--- src/rtl/ldalign_pkg.sv ---
package ldalign_pkg;

  localparam int LANE_W = 8;

  typedef enum logic [1:0] {
    SZ_BYTE = 2'd0,
    SZ_HALF = 2'd1,
    SZ_WORD = 2'd2,
    SZ_RSVD = 2'd3
  } acc_size_e;

endpackage

--- src/rtl/ldalign_ctrl.sv ---
module ldalign_ctrl #(
  parameter int LANES = 4,
  parameter int OFS_W = 2
) (
  input  logic [OFS_W-1:0]             ofs_i,
  input  logic [1:0]                   size_i,
  input  logic                         sgn_i,
  output logic [LANES-1:0][OFS_W-1:0]  sel_o,
  output logic [LANES-1:0]             fill_o,
  output logic [OFS_W-1:0]             msb_lane_o,
  output logic                         ext_en_o,
  output logic                         trouble_o
);

  localparam int MAX_SZ = $clog2(LANES);

  // Number of bytes an access of size code sz spans
  function automatic logic [OFS_W:0] bytes_of(input logic [1:0] sz);
    if (int'(sz) > MAX_SZ) return (OFS_W+1)'(LANES);
    return (OFS_W+1)'(1) << sz;
  endfunction

  // Byte number not a multiple of the access size
  function automatic logic off_bad(input logic [OFS_W-1:0] o, input logic [1:0] sz);
    logic [OFS_W:0] m;
    m = bytes_of(sz) - (OFS_W+1)'(1);
    return ({1'b0, o} & m) != '0;
  endfunction

  logic [OFS_W:0] nbytes;
  logic           size_rsvd;

  assign nbytes     = bytes_of(size_i);
  assign size_rsvd  = int'(size_i) > MAX_SZ;
  assign trouble_o  = size_rsvd | off_bad(ofs_i, size_i);
  assign msb_lane_o = ofs_i + OFS_W'(nbytes - (OFS_W+1)'(1));
  assign ext_en_o   = sgn_i;

  for (genvar k = 0; k < LANES; k++) begin : g_lane_ctl
    assign sel_o[k]  = ofs_i + OFS_W'(k);
    assign fill_o[k] = (OFS_W+1)'(k) >= nbytes;
  end

endmodule

--- src/rtl/ldalign_ext.sv ---
module ldalign_ext #(
  parameter int LANES  = 4,
  parameter int OFS_W  = 2,
  parameter int LANE_W = 8
) (
  input  logic [LANES-1:0][LANE_W-1:0] mem_i,
  input  logic [OFS_W-1:0]             msb_lane_i,
  input  logic                         ext_en_i,
  output logic                         fill_bit_o
);

  assign fill_bit_o = ext_en_i & mem_i[msb_lane_i][LANE_W-1];

endmodule

--- src/rtl/ldalign_lane.sv ---
module ldalign_lane #(
  parameter int LANES  = 4,
  parameter int OFS_W  = 2,
  parameter int LANE_W = 8
) (
  input  logic [LANES-1:0][LANE_W-1:0] mem_i,
  input  logic [OFS_W-1:0]             sel_i,
  input  logic                         fill_i,
  input  logic                         fill_bit_i,
  output logic [LANE_W-1:0]            lane_o
);

  assign lane_o = fill_i ? {LANE_W{fill_bit_i}} : mem_i[sel_i];

endmodule

--- src/rtl/ldalign_top.sv ---
module ldalign_top
  import ldalign_pkg::*;
#(
  parameter int DATA_W = 32
) (
  input  logic [$clog2(DATA_W/8)-1:0] byte_ofs_i,
  input  logic [1:0]                  size_i,
  input  logic                        signed_i,
  input  logic [DATA_W-1:0]           mem_word_i,
  output logic [DATA_W-1:0]           load_data_o,
  output logic                        trouble_o
);

  localparam int LANES = DATA_W / LANE_W;
  localparam int OFS_W = $clog2(LANES);

  logic [LANES-1:0][LANE_W-1:0] mem_lanes;
  logic [LANES-1:0][LANE_W-1:0] out_lanes;
  logic [LANES-1:0][OFS_W-1:0]  lane_sel;
  logic [LANES-1:0]             lane_fill;
  logic [OFS_W-1:0]             msb_lane;
  logic                         ext_en;
  logic                         fill_bit;

  assign mem_lanes   = mem_word_i;
  assign load_data_o = out_lanes;

  ldalign_ctrl #(.LANES(LANES), .OFS_W(OFS_W)) u_ctrl (
    .ofs_i      (byte_ofs_i),
    .size_i     (size_i),
    .sgn_i      (signed_i),
    .sel_o      (lane_sel),
    .fill_o     (lane_fill),
    .msb_lane_o (msb_lane),
    .ext_en_o   (ext_en),
    .trouble_o  (trouble_o)
  );

  ldalign_ext #(.LANES(LANES), .OFS_W(OFS_W), .LANE_W(LANE_W)) u_ext (
    .mem_i      (mem_lanes),
    .msb_lane_i (msb_lane),
    .ext_en_i   (ext_en),
    .fill_bit_o (fill_bit)
  );

  for (genvar k = 0; k < LANES; k++) begin : g_lane
    ldalign_lane #(.LANES(LANES), .OFS_W(OFS_W), .LANE_W(LANE_W)) u_lane (
      .mem_i      (mem_lanes),
      .sel_i      (lane_sel[k]),
      .fill_i     (lane_fill[k]),
      .fill_bit_i (fill_bit),
      .lane_o     (out_lanes[k])
    );
  end

endmodule

--- config.mk ---
export PLATFORM = sky130hd
export DESIGN_NAME = ldalign_top
export DESIGN_NICKNAME = d
export VERILOG_FILES = /design/src/rtl/ldalign_pkg.sv /design/src/rtl/ldalign_ctrl.sv /design/src/rtl/ldalign_ext.sv /design/src/rtl/ldalign_lane.sv /design/src/rtl/ldalign_top.sv
export SDC_FILE = /design/constraint.sdc
export NUM_CORES = 1
export LEC_CHECK = 0
export BUFFER_PORTS_ARGS = -buffer_cell sky130_fd_sc_hd__buf_2
export CAP_MARGIN = 0
export CORE_MARGIN = 5
export CORE_UTILIZATION = 45
export DETAILED_ROUTE_END_ITERATION = 7
export GPL_ROUTABILITY_DRIVEN = 0
export PLACE_DENSITY_LB_ADDON = 0.25
export SETUP_SLACK_MARGIN = 0.05
export SYNTH_ARGS = -nofsm -noshare
export SYNTH_HDL_FRONTEND = slang
export SYNTH_SLANG_ARGS = --single-unit
--- constraint.sdc ---
create_clock -name vclk -period 3.9
set_input_delay 0.39 -clock vclk [all_inputs]
set_output_delay 0.39 -clock vclk [all_outputs]
set_load 0.01 [all_outputs]
# After elaboration in Yosys (flattened, before gate mapping)
# Index checks and enable logic that the tools add are counted.
# totals
elab_cells	37
regBits	0
out_inout_bits	33
# classes
order_cmp	10
n_reduce_logical	1
n_mux	17
add_sub_neg	5
bitwise_logic	3
shifts	1
# op_table
operator	count
binary-select mux 8 bit (select 2 bit)	5
2-to-1 mux 8 bit	9
< comparator 2 x 3 -> 1 bit (second input constant)	5
>= comparator 1 x 3 -> 1 bit (first input constant)	2
>= comparator 2 x 3 -> 1 bit (first input constant)	2
2-to-1 mux 3 bit	2
adder 2 bit (second input constant)	2
bitwise AND 2 x 3 -> 3 bit	1
nonzero test 3 bit	1
left shift 1 x 2 -> 3 bit (first input constant)	1
subtractor 3 x 1 -> 3 bit (second input constant)	1
adder 2 x 1 -> 2 bit (second input constant)	1
adder 2 bit	1
> comparator 2 bit (second input constant)	1
bitwise AND 1 bit	1
2-to-1 mux 1 bit	1
bitwise OR 1 bit	1

# Longest topological paths before layout
# Gate-level depths: netlist of the first run.
# depth
word_depth	9
ltp_mapped	9
mapped_depth_nobuf	8

# Modules after synthesis
# A second synthesis of the first run with hierarchy kept.
# unflattened
hier_cells	148
area_unflattened_um2	1361.3
# by_module_without_submodules
mod	n_inst	area_each_um2	cells_per_inst	seq_area_each_um2
ldalign_lane	4	294.0	31	0.0
ldalign_ctrl	1	156.4	22	0.0
ldalign_ext	1	28.8	2	0.0

# Worst setup path before layout of the first run
# No wires, ideal clock.
# synth_timing
path_type	input-to-output
start	input size_i[0]
end	output load_data_o[0]
path_slack_ns	1.290
arrival_time_ns	2.220
cell_stages	9
required_time_ns	3.510
path_cell_list	nor2_2 -> inv_1 -> ha_1 -> inv_1 -> ha_1 -> xor2_1 -> mux2_4 -> buf_6 -> o22ai_1
# synth_via
elab_chain_len	9
word_cells_on_any_way	11
classes_between	add/sub (2); order compare (2); shift (1); mux (5); bitwise (1)
# synth_lines
element	line_no	rtl
start: declaration	ldalign_top.sv:7	input logic [1:0] size_i,
> comparator 2 bit	ldalign_ctrl.sv:19	if (int'(sz) > MAX_SZ) return (OFS_W+1)'(LANES);
2-to-1 mux 1 bit	ldalign_ctrl.sv:19	
2-to-1 mux 3 bit *	ldalign_ctrl.sv:20	return (OFS_W+1)'(1) << sz;
subtractor 3 x 1 -> 3 bit	-	
adder 2 bit	ldalign_ctrl.sv:36	assign msb_lane_o = ofs_i + OFS_W'(nbytes - (OFS_W+1)'(1));
binary-select mux 8 bit (select 2 bit)	ldalign_ext.sv:12	assign fill_bit_o = ext_en_i & mem_i[msb_lane_i][LANE_W-1];
2-to-1 mux 8 bit (implied by the code)	ldalign_ext.sv:12	
bitwise AND 1 bit	ldalign_ext.sv:12	
2-to-1 mux 8 bit *	ldalign_lane.sv:13	assign lane_o = fill_i ? {LANE_W{fill_bit_i}} : mem_i[sel_i];
end: declaration	ldalign_top.sv:10	output logic [DATA_W-1:0] load_data_o,
# Every way passes the cells marked *; elsewhere a longest branch is shown, timed or not. The select of a mux whose other input is x is not followed.

# Final worst setup path of the first run
# layout_timing
start	input size_i[0]
end	output load_data_o[13]
# The elaborated chain is that of the path after synthesis.

==> impl_results.rst, run 1 <==
.. list-table::
   :header-rows: 1

   * - Metric
     - Value
   * - Run status
     - finished, final reports clean
   * - Final worst hold slack
     - between 1 and 1.5 ns
   * - Library cells used by synthesis
     - 18
   * - Via total after detailed routing
     - 1,311
   * - Layout cells sized above 1
     - 53.97%
   * - Maximum number of pins on one net before global-route repair
     - 35
   * - Worst setup slack before clock tree synthesis
     - around 0.90 ns
   * - Maximum clock rate
     - roughly 330 MHz
   * - Count of flip-flops and latches
     - 0
   * - Sum Neg Setup Slack
     - 0 ns
   * - Total of cells resized after clock tree synthesis
     - 0
   * - Die Y-Extent
     - 60.44 µm
   * - Overall fraction of global-route tracks in use
     - 19.68%
   * - CP Launch Type
     - primary input
   * - Number of DRC violations after detailed routing
     - 0
   * - Initial antenna violation count
     - 0
   * - Register Area
     - 0 µm²
   * - Via count of the first global-routing pass
     - ~1,400
   * - Boundary Pins
     - 70
   * - Max-capacitance violation count
     - 0
   * - Post-CTS setup buffer count
     - 0
   * - Avg Synthesized Cell Area
     - 8.944 µm²
   * - Reported leakage power
     - about 0.75 nW
   * - Number of I/O port buffers
     - 70
   * - Remaining max-slew budget at the tightest pin
     - 65.12%
   * - Clock buffer cells
     - 0
   * - Routed vias/inst
     - 5.986
   * - Number of synthesis warnings
     - 0
   * - Endpoint required time on the critical path
     - 3.51 ns
   * - Arrival @ worst endpoint
     - 2.62 ns
   * - Highest ir drop seen on vdd
     - 116.0 µV
   * - Starting utilization of the core area
     - a little under half
   * - Hold-fix buffers at CTS
     - 0
   * - Length of the first detailed-routing pass in iterations
     - 4
   * - Area of the die
     - 0.003653 mm²
   * - Worst path setup slack after routing
     - 0.8888 ns
   * - Worst min-delay path class
     - in -> out
   * - Total grt overflow
     - 0
   * - Actual transition at the worst max-transition pin
     - 0.5232 ns
   * - Final Slew Violations
     - 0
   * - Commonest cells after routing, fill and taps aside
     - buf_2 (70), mux2i_1 (33), o22ai_1 (31)
   * - Post-detailed-route count of antenna-violating nets
     - 0
   * - Number of antenna cells inserted
     - 0
   * - Kind of critical path
     - in -> out
   * - Nets@finish
     - about 230
   * - # setup viols final
     - 0
   * - Estimated wirelength of the detail-placed design
     - 2774 µm
   * - Total power divided by cell area
     - 175.6 mW/mm²
   * - FP Rows
     - 18
   * - Final hold violation count
     - 0
   * - Commonest non-fill, non-tap cell in the layout
     - buf_2
   * - Global-route wire length before repair
     - 5892 µm
   * - Standard cell core area
     - between 0.002 and 0.0025 mm²
   * - Initial drt markers
     - 49
   * - Area growth from synthesis to layout
     - 26.78%
   * - Portion of the clock cycle consumed by the worst path in the final layout
     - between 70% and 80%
   * - Placed instance count
     - 219
   * - Cell Area, Synth
     - 0.001145 mm²
   * - Top fanout value on the critical path
     - 32
   * - Net count after synthesis
     - approximately 170
   * - End-of-flow core utilization
     - 59.12%
   * - Sort of element at the end of the critical path
     - output port
   * - Gate count after technology mapping
     - approximately 130
   * - Final Critical Period
     - 3.011 ns
   * - DR WL/cell
     - 16.54 µm
   * - Setup repair after global routing missed its margin
     - false
   * - Overall routed net length
     - ~3600 µm
   * - Final cell count without fillers
     - 219
   * - Share of synthesized area occupied by flip-flops and latches
     - 0%
   * - Overall die width
     - 60.44 µm
## worst max-delay path, cell delays in order
cell and delay (ns):
buf_2 0.12, nor2_2 0.33, inv_1 0.12, ha_1 0.30
inv_1 0.04, ha_1 0.28, xor2_1 0.19, mux2_4 0.45
o22ai_1 0.23, buf_2 0.17
## path summary, 6_finish.rpt
path,from,to,slack (ns),cells after the start
setup / recovery,size_i[0],load_data_o[13],0.89,10
hold / removal,size_i[0],trouble_o,1.12,3
## logic make-up (layout without fill, tap and decap cells)
logic type / after synthesis / in the layout / share of synthesized area, %
adders and majority gates: 3 / 3 / 3.279
xor gates and xnor gates: 1 / 1 / 0.7652
AOI/OAI and AO/OA: 33 / 33 / 18.25
buffers and inverters: 16 / 77 / 10.38
and+or+nand+nor: 8 / 8 / 3.061
muxes: 67 / 67 / 64.26
## cell type report
| cell class | count | area (µm²) |
|---|---|---|
| Fill cell | 232 | 1003 |
| Inverter | 4 | 15.01 |
| Multi-Input combinational cell | 112 | 1026 |
| Tap cell | 30 | 37.54 |
| Timing Repair Buffer | 73 | 372.9 |
## power breakdown
part | internal (mW) | switching (mW) | leakage [nW] | total, mW
combinational | 0.117 | 0.138 | 0.746 | 0.255
sequential | 0 | 0 | 0 | 0
clock | 0 | 0 | 0 | 0
## routing by layer
| metal | global-route usage, % | part of all wire (%) |
|---|---|---|
| met1 | 24.78 | 42 |
| met2 | 35.03 | 49 |
| met4 | 6.192 | 0.69 |
| met5 | 0 | 0 |
| met3 | 2.128 | 8.3 |
## metrics by stage
| step | cell area [µm²] | total power [mW] |
|---|---|---|
| after CTS | 1451 | 0.2553 |
| after detailed placement | 1451 | 0.2537 |
| final | 1451 | 0.2549 |
| after floorplan | 1145 | 0.1810 |
| after global routing | 1451 | 0.2793 |
| after global placement | 1451 | 0.2487 |
## Yosys cell counts
cell / number / area (µm²)
xor2_1: 1 / 8.760
mux2_2: 23 / 259.0
o21ai_1: 1 / 5.000
clkbuf_2: 1 / 5.000
mux2_1: 7 / 78.83
a211o_2: 1 / 10.01
inv_1: 2 / 7.510
nor2_2: 1 / 6.260
mux4_2: 1 / 22.52
clkinv_1: 2 / 7.510
buf_6: 7 / 78.83
nand2_1: 6 / 22.52
o22ai_1: 31 / 193.9
buf_2: 4 / 20.02
mux2_4: 3 / 45.04
mux2i_1: 33 / 330.3
nor2b_1: 1 / 6.260
ha_1: 3 / 37.54
Note: power is estimated with default switching activity, not from simulation.
==> inputs of run 2 (changes only) <==
==> constraint.sdc (replaced) <==
create_clock -name vclk -period 2.9
set_input_delay 0.29 -clock vclk [all_inputs]
set_output_delay 0.29 -clock vclk [all_outputs]
set_load 0.01 [all_outputs]
==> run 2 against run 1 <==
  * Cell count is 0.91% higher
  * First-iteration DRC count is 51% lower
  * Via count is 0.69% lower
  * Sequential share of layout area stayed put
  * Largest cell class unchanged
  * Count of clock-buffer cells in the layout stayed put
==> impl_results.rst, run 2 (synthesized netlist as in run 1, its figures left out) <==
.. list-table::
   :header-rows: 1

   * - Metric
     - Value
   * - DR WL/cell
     - 15.94 µm (-3.7%)
   * - Highest ir drop seen on vdd
     - 155.5 µV (+34%)
   * - Via total after detailed routing
     - 1,302 (-0.69%)
   * - Total grt overflow
     - 0 (unchanged)
   * - Final cell count without fillers
     - 221 (+0.91%)
   * - Placed instance count
     - 221 (+0.91%)
   * - Switch Pwr
     - 0.1849 mW (+34%)
   * - Run status
     - finished, final reports clean
   * - CP Launch Type
     - primary input
   * - Die Y-Extent
     - 60.44 µm (unchanged)
   * - Clock network fraction of total power
     - 0% (unchanged)
   * - Boundary Pins
     - 70 (unchanged)
   * - Area growth from synthesis to layout
     - 28.09%
   * - Global-route wire length before repair
     - 5181 µm (-12%)
   * - Top fanout value on the critical path
     - 32 (unchanged)
   * - Met3 track demand over resource in global routing
     - 1.489% (-0.64 points)
   * - Commonest cells after routing, fill and taps aside
     - buf_2 (70), mux2i_1 (33), o22ai_1 (31)
   * - Max-capacitance violation count
     - 0 (unchanged)
   * - Overall fraction of global-route tracks in use
     - 17.52% (-2.2 points)
   * - Int Power
     - 0.1588 mW (+36%)
   * - Worst path slowest cell
     - mux2_4
   * - Number of DRC violations after detailed routing
     - 0 (unchanged)
   * - Sum Neg Setup Slack
     - 0 ns (unchanged)
   * - Overall die width
     - 60.44 µm (unchanged)
   * - Area of combinational cells with multiple inputs
     - 0.001026 mm² (unchanged)
   * - Post-CTS setup buffer count
     - 0 (unchanged)
   * - Overall routed net length
     - 3522 µm (-2.8%)
   * - Clock buffer cells
     - 0 (unchanged)
   * - M2 GR Usage
     - 35.03% (unchanged)
   * - Length of the first detailed-routing pass in iterations
     - 4 (unchanged)
   * - Estimated wirelength of the detail-placed design
     - 2743 µm (-1.1%)
   * - Setup repair after global routing missed its margin
     - false
   * - Total power divided by cell area
     - 234.4 mW/mm² (+33%)
   * - Final instance area
     - 0.001466 mm² (+1.0%)
   * - Hold-fix buffers at CTS
     - 0 (unchanged)
   * - Series of cell instances along the critical path
     - buf_2, nor2_2, inv_1, ha_1, inv_1, ha_1, xor2_1, mux2_4, o22ai_1, buf_2
   * - Post-detailed-route count of antenna-violating nets
     - 0 (unchanged)
   * - Seq pwr share
     - 0% (unchanged)
   * - Sort of element at the end of the critical path
     - output port
   * - Final Slew Violations
     - 0 (unchanged)
   * - Number of fill cells in the layout
     - 247 (+6.5%)
   * - Final Critical Period
     - 2.529 ns
   * - Worst min-delay path class
     - in -> out
   * - Nets@finish
     - 233 (+0.87%)
   * - Final hold violation count
     - 0 (unchanged)
   * - Actual transition at the worst max-transition pin
     - 0.5116 ns (-0.01159 ns)
   * - Post-detailed-placement cell area
     - 0.001466 mm² (+1.0%)
   * - Arrival @ worst endpoint
     - 2.24 ns (-0.38 ns)
   * - Gate power share
     - 100.0% (about the same)
   * - Final worst hold slack
     - 0.9120 ns (-0.2088 ns)
   * - Standard cell core area
     - 0.002455 mm² (unchanged)
   * - Starting utilization of the core area
     - 46.64% (unchanged)
   * - Commonest non-fill, non-tap cell in the layout
     - buf_2
   * - Global-route track usage on met1
     - 21.29% (-3.5 points)
   * - Maximum clock rate
     - 395.5 MHz
   * - # setup viols final
     - 0 (unchanged)
   * - Initial antenna violation count
     - 0 (unchanged)
   * - Via count of the first global-routing pass
     - 1,265 (-12%)
   * - Layout cells sized above 1
     - 54.45% (+0.48 points)
   * - Maximum number of pins on one net before global-route repair
     - 34 (-2.9%)
   * - FP Rows
     - 18 (unchanged)
   * - Stage delay of the slowest cell on the critical path
     - 0.46 ns (about the same)
   * - Portion of the clock cycle consumed by the worst path in the final layout
     - 87.19%
   * - Count of flip-flops and latches
     - 0 (unchanged)
   * - Net Sw Frac
     - 53.79% (-0.44 points)
   * - Total of cells resized after clock tree synthesis
     - 0 (unchanged)
   * - Remaining max-slew budget at the tightest pin
     - 65.89% (+0.77 points)
   * - Layer carrying the most global-route usage
     - met2
   * - Number of antenna cells inserted
     - 0 (unchanged)
   * - Routed vias/inst
     - 5.891 (-1.6%)
   * - Kind of critical path
     - in -> out
   * - Initial drt markers
     - 24 (-51%)
   * - Number of I/O port buffers
     - 70 (unchanged)
   * - Area of the die
     - 0.003653 mm² (unchanged)
   * - Register Area
     - 0 µm² (unchanged)
   * - Endpoint required time on the critical path
     - 2.61 ns (-0.90 ns)
   * - Reported leakage power
     - 0.7555 nW (+1.3%)
==> run 2: power groups by stage <==
| stage | Combinational [mW] | Clock, mW | Sequential, mW |
|---|---|---|---|
| 2_1_floorplan | 0.243 | 0 | 0 |
| 3_3_place_gp | 0.335 | 0 | 0 |
| 3_5_place_dp | 0.342 | 0 | 0 |
| 4_1_cts | 0.345 | 0 | 0 |
| 5_1_grt | 0.374 | 0 | 0 |
| 6_report | 0.344 | 0 | 0 |
==> run 2: path summary, 6_finish.rpt <==
kind | cells past startpoint | end | startpoint
max | 10 | load_data_o[9] | size_i[0]
min | 3 | trouble_o | size_i[0]
==> run 2: metal layers <==
metal  vias to the layer above  share of wire [%]
met3                         0                8.1
met1                       609                 43
met2                        50                 49
li1                        643                  -
met5                         -                  0
met4                         0                  0
==> run 2: critical path: cells and delay by family <==
kind	cells	cell delay [ns]
adders and majority gates	2	0.56
and+or+nand+nor	1	0.11
muxes	1	0.46
buffers and inverters	4	0.39
xor gates and xnor gates	1	0.19
AOI/OAI and AO/OA	1	0.23
==> run 2: area by class of cell <==
cell class	count	area share, %
Inverter	4	1.024
Multi-Input combinational cell	112	69.97
Tap cell	30	2.560
Timing Repair Buffer	75	26.45
==> run 2: metrics by stage <==
step	util (%)	setup slack (ns)	power, mW
2_1_floorplan	-	0.4898	0.2434
3_3_place_gp	59.74	0.4593	0.3351
3_5_place_dp	59.74	0.3948	0.3421
4_1_cts	59.74	0.3870	0.3446
5_1_grt	59.74	0.2997	0.3742
6_report	59.74	0.3715	0.3437
==> inputs of run 3 (changes only) <==
--- a/config.mk
+++ b/config.mk
@@ -15,4 +15,5 @@
 export SETUP_SLACK_MARGIN = 0.05
 export SYNTH_ARGS = -nofsm -noshare
 export SYNTH_HDL_FRONTEND = slang
+export SYNTH_HIERARCHICAL = 1
 export SYNTH_SLANG_ARGS = --single-unit
==> run 3 against run 2 <==
  * Synthesized cell count grew 16%
  * Count of clock-buffer cells in the layout is the same
  * Combinational power grew 3%
  * Utilization shrank 6.9 points
  * Final area grew 7.3%
  * Routed wire length grew 26%
  * Flip-flop and latch count is the same
  * Sequential share of layout area is the same
  * Critical path type unchanged
==> impl_results.rst, run 3 <==
.. list-table::
   :header-rows: 1

   * - Metric
     - Value
   * - Estimated wirelength of the detail-placed design
     - 3317 µm (+21%)
   * - Count of flip-flops and latches
     - 0 (unchanged)
   * - Global-route wire length before repair
     - 6982 µm (+35%)
   * - Worst min-delay path class
     - in -> out
   * - Die Y-Extent
     - 65 µm (+7.5%)
   * - Initial drt markers
     - 74 (+210%)
   * - Met2 routed WL
     - 2283 µm (+33%)
   * - Top fanout value on the critical path
     - 8 (-75%)
   * - Final hold violation count
     - 0 (unchanged)
   * - Final Critical Period
     - 2.891 ns (+0.3621 ns)
   * - # setup viols final
     - 0 (unchanged)
   * - CP Launch Type
     - primary input
   * - Length of the first detailed-routing pass in iterations
     - 4 (unchanged)
   * - Commonest cells after routing, fill and taps aside
     - buf_2 (70), mux2i_1 (64), o221ai_1 (28)
   * - Wire length the detailed router placed on met1
     - 1865 µm (+23%)
   * - Kind of critical path
     - in -> out
   * - Proportion of netlist area held by the largest area contributor
     - 47.06% (+18 points)
   * - Cell class contributing the biggest share of worst-path delay
     - simple AND/OR/NAND/NOR gates
   * - Endpoint required time on the critical path
     - 2.61 ns (about the same)
   * - Initial antenna violation count
     - 0 (unchanged)
   * - Top metal layer carrying routed signals
     - met4
   * - Number of I/O port buffers
     - 70 (unchanged)
   * - Number of DRC violations after detailed routing
     - 0 (unchanged)
   * - Post-detailed-placement cell area
     - 0.001570 mm² (+7.1%)
   * - Boundary Pins
     - 70 (unchanged)
   * - Clock buffer cells
     - 0 (unchanged)
   * - Series of cell instances along the critical path
     - buf_2, or2_1, ha_1, inv_1, ha_1, xor2_1, mux4_2, and2_1, nand2_1, o221ai_1, buf_2
   * - Most area-hungry cell type in the Yosys netlist
     - mux2i_1
   * - Worst setup slack before clock tree synthesis
     - 0.03679 ns (-0.3580 ns)
   * - Run status
     - finished, final reports clean
   * - Actual transition at the worst max-transition pin
     - 0.5768 ns (+0.06520 ns)
   * - Stage delay of the slowest cell on the critical path
     - 0.30 ns (-0.16 ns)
   * - Total grt overflow
     - 0 (unchanged)
   * - Via total after detailed routing
     - 1,444 (+11%)
   * - Maximum clock rate
     - 345.9 MHz (-13%)
   * - Final instance area
     - 0.001573 mm² (+7.3%)
   * - Post-detailed-route count of antenna-violating nets
     - 0 (unchanged)
   * - Number of synthesis warnings
     - 6 (+6)
   * - Maximum number of pins on one net before global-route repair
     - 36 (+5.9%)
   * - Sort of element at the end of the critical path
     - output port
   * - Met3 wirelength from detailed routing
     - 251 µm (-12%)
   * - Avg Synthesized Cell Area
     - 9.198 µm² (+2.8%)
   * - Overall die width
     - 65 µm (+7.5%)
   * - Library cells used by synthesis
     - 21 (+3)
   * - Hold-fix buffers at CTS
     - 0 (unchanged)
   * - Overall fraction of global-route tracks in use
     - 20.38% (+2.9 points)
   * - Cell Area, Synth
     - 0.001361 mm² (+19%)
   * - DR WL/cell
     - 19.16 µm (+20%)
   * - Highest ir drop seen on vdd
     - 110.8 µV (-29%)
   * - Arrival @ worst endpoint
     - 2.60 ns (+0.36 ns)
   * - Worst path setup slack after routing
     - 0.009373 ns (-0.3621 ns)
   * - Standard cell core area
     - 0.002978 mm² (+21%)
   * - Remaining max-slew budget at the tightest pin
     - 61.55% (-4.3 points)
   * - Setup repair after global routing missed its margin
     - true
   * - Commonest non-fill, non-tap cell in the layout
     - buf_2
   * - Total power divided by cell area
     - 225.7 mW/mm² (-3.7%)
   * - FP Rows
     - 20 (+2)
   * - Net count after synthesis
     - 188 (+12%)
   * - Reported leakage power
     - 0.8673 nW (+15%)
   * - Top post-synthesis cells by count
     - mux2i_1 (64), o221ai_1 (28), buf_4 (6)
   * - Worst path slowest cell
     - nand2_1
   * - Largest cells by area after synthesis
     - mux2i_1 (47%), o221ai_1 (18%), buf_12 (5.9%), o221ai_2 (4.4%), buf_4 (3.3%)
   * - Register Area
     - 0 µm² (unchanged)
   * - Overall routed net length
     - 4445 µm (+26%)
   * - Routed vias/inst
     - 6.224 (+5.6%)
   * - Via count of the first global-routing pass
     - 1,483 (+17%)
   * - Share of synthesized area occupied by flip-flops and latches
     - 0% (unchanged)
   * - Portion of the clock cycle consumed by the worst path in the final layout
     - 99.68% (+12 points)
   * - Most frequent cell after synthesis
     - mux2i_1
   * - Area of the die
     - 0.004225 mm² (+16%)
   * - Area growth from synthesis to layout
     - 15.53%
   * - Gate count after technology mapping
     - 148 (+16%)
   * - Max-capacitance violation count
     - 0 (unchanged)
   * - Layout cells sized above 1
     - 39.70% (-15 points)
   * - Nets@finish
     - 241 (+3.4%)
   * - Number of antenna cells inserted
     - 0 (unchanged)
   * - Final Slew Violations
     - 0 (unchanged)
   * - Starting utilization of the core area
     - 45.71% (-0.92 points)
   * - Buf/Inv on CP
     - 3 (-1)
==> run 3: final cells by class <==
type / instances / area (µm²)
Multi-Input combinational cell: 121 / 1140
Tap cell: 33 / 41.29
Inverter: 5 / 18.77
Timing Repair Buffer: 73 / 372.9
Fill cell: 299 / 1405
==> run 3: where the power goes <==
part | internal [mW] | switching, mW
Sequential | 0 | 0
Clock | 0 | 0
Combinational | 0.156 | 0.199
Total | 0.156 | 0.199
==> run 3: path summary, 6_finish.rpt <==
kind	end	cells past startpoint	start	slack (ns)
worst min-delay path	trouble_o	3	size_i[0]	0.92
worst max-delay path	load_data_o[27]	11	size_i[1]	0.009
==> run 3: tightest hold or removal path, cell delays in order <==
cell and delay, ns:
buf_2 0.11, a211o_1 0.12, buf_2 0.12
==> run 3: per-stage QoR <==
step	TNS (ns)	hold WS, ns	instances	utilization, %	total power [mW]
after global routing	-0.6200	0.9568	232	52.82	0.3836
after detailed placement	0	0.9241	232	52.73	0.3503
after global placement	0	0.9099	232	52.73	0.3418
after floorplan	0	0.7179	148	-	0.2360
final	0	0.9188	232	52.82	0.3550
after CTS	0	0.9267	232	52.82	0.3521
==> run 3: kinds of logic (layout without fill, tap and decap cells) <==
logic type / after synthesis / in the layout / share of synthesized area [%]
other cells: 1 / 1 / 0.2755
mux: 65 / 65 / 48.71
xor+xnor: 3 / 3 / 1.930
simple gates: 16 / 16 / 6.802
compound gates: 33 / 33 / 23.07
fa+ha+maj: 3 / 3 / 2.758
buf+inv: 27 / 78 / 16.45
==> run 3: layer usage <==
metal,global-route usage (%),vias up
li1,-,691
met1,24.74,694
met2,37.29,54
met3,2.253,5
met4,5.805,0
met5,0,-
==> run 3: timing repair <==
action | in CTS | in global routing
gates resized for setup | 1 | 0
setup buffers | 0 | 0
gates cloned | 0 | 0
endpoints found under the setup margin | 3 | 16
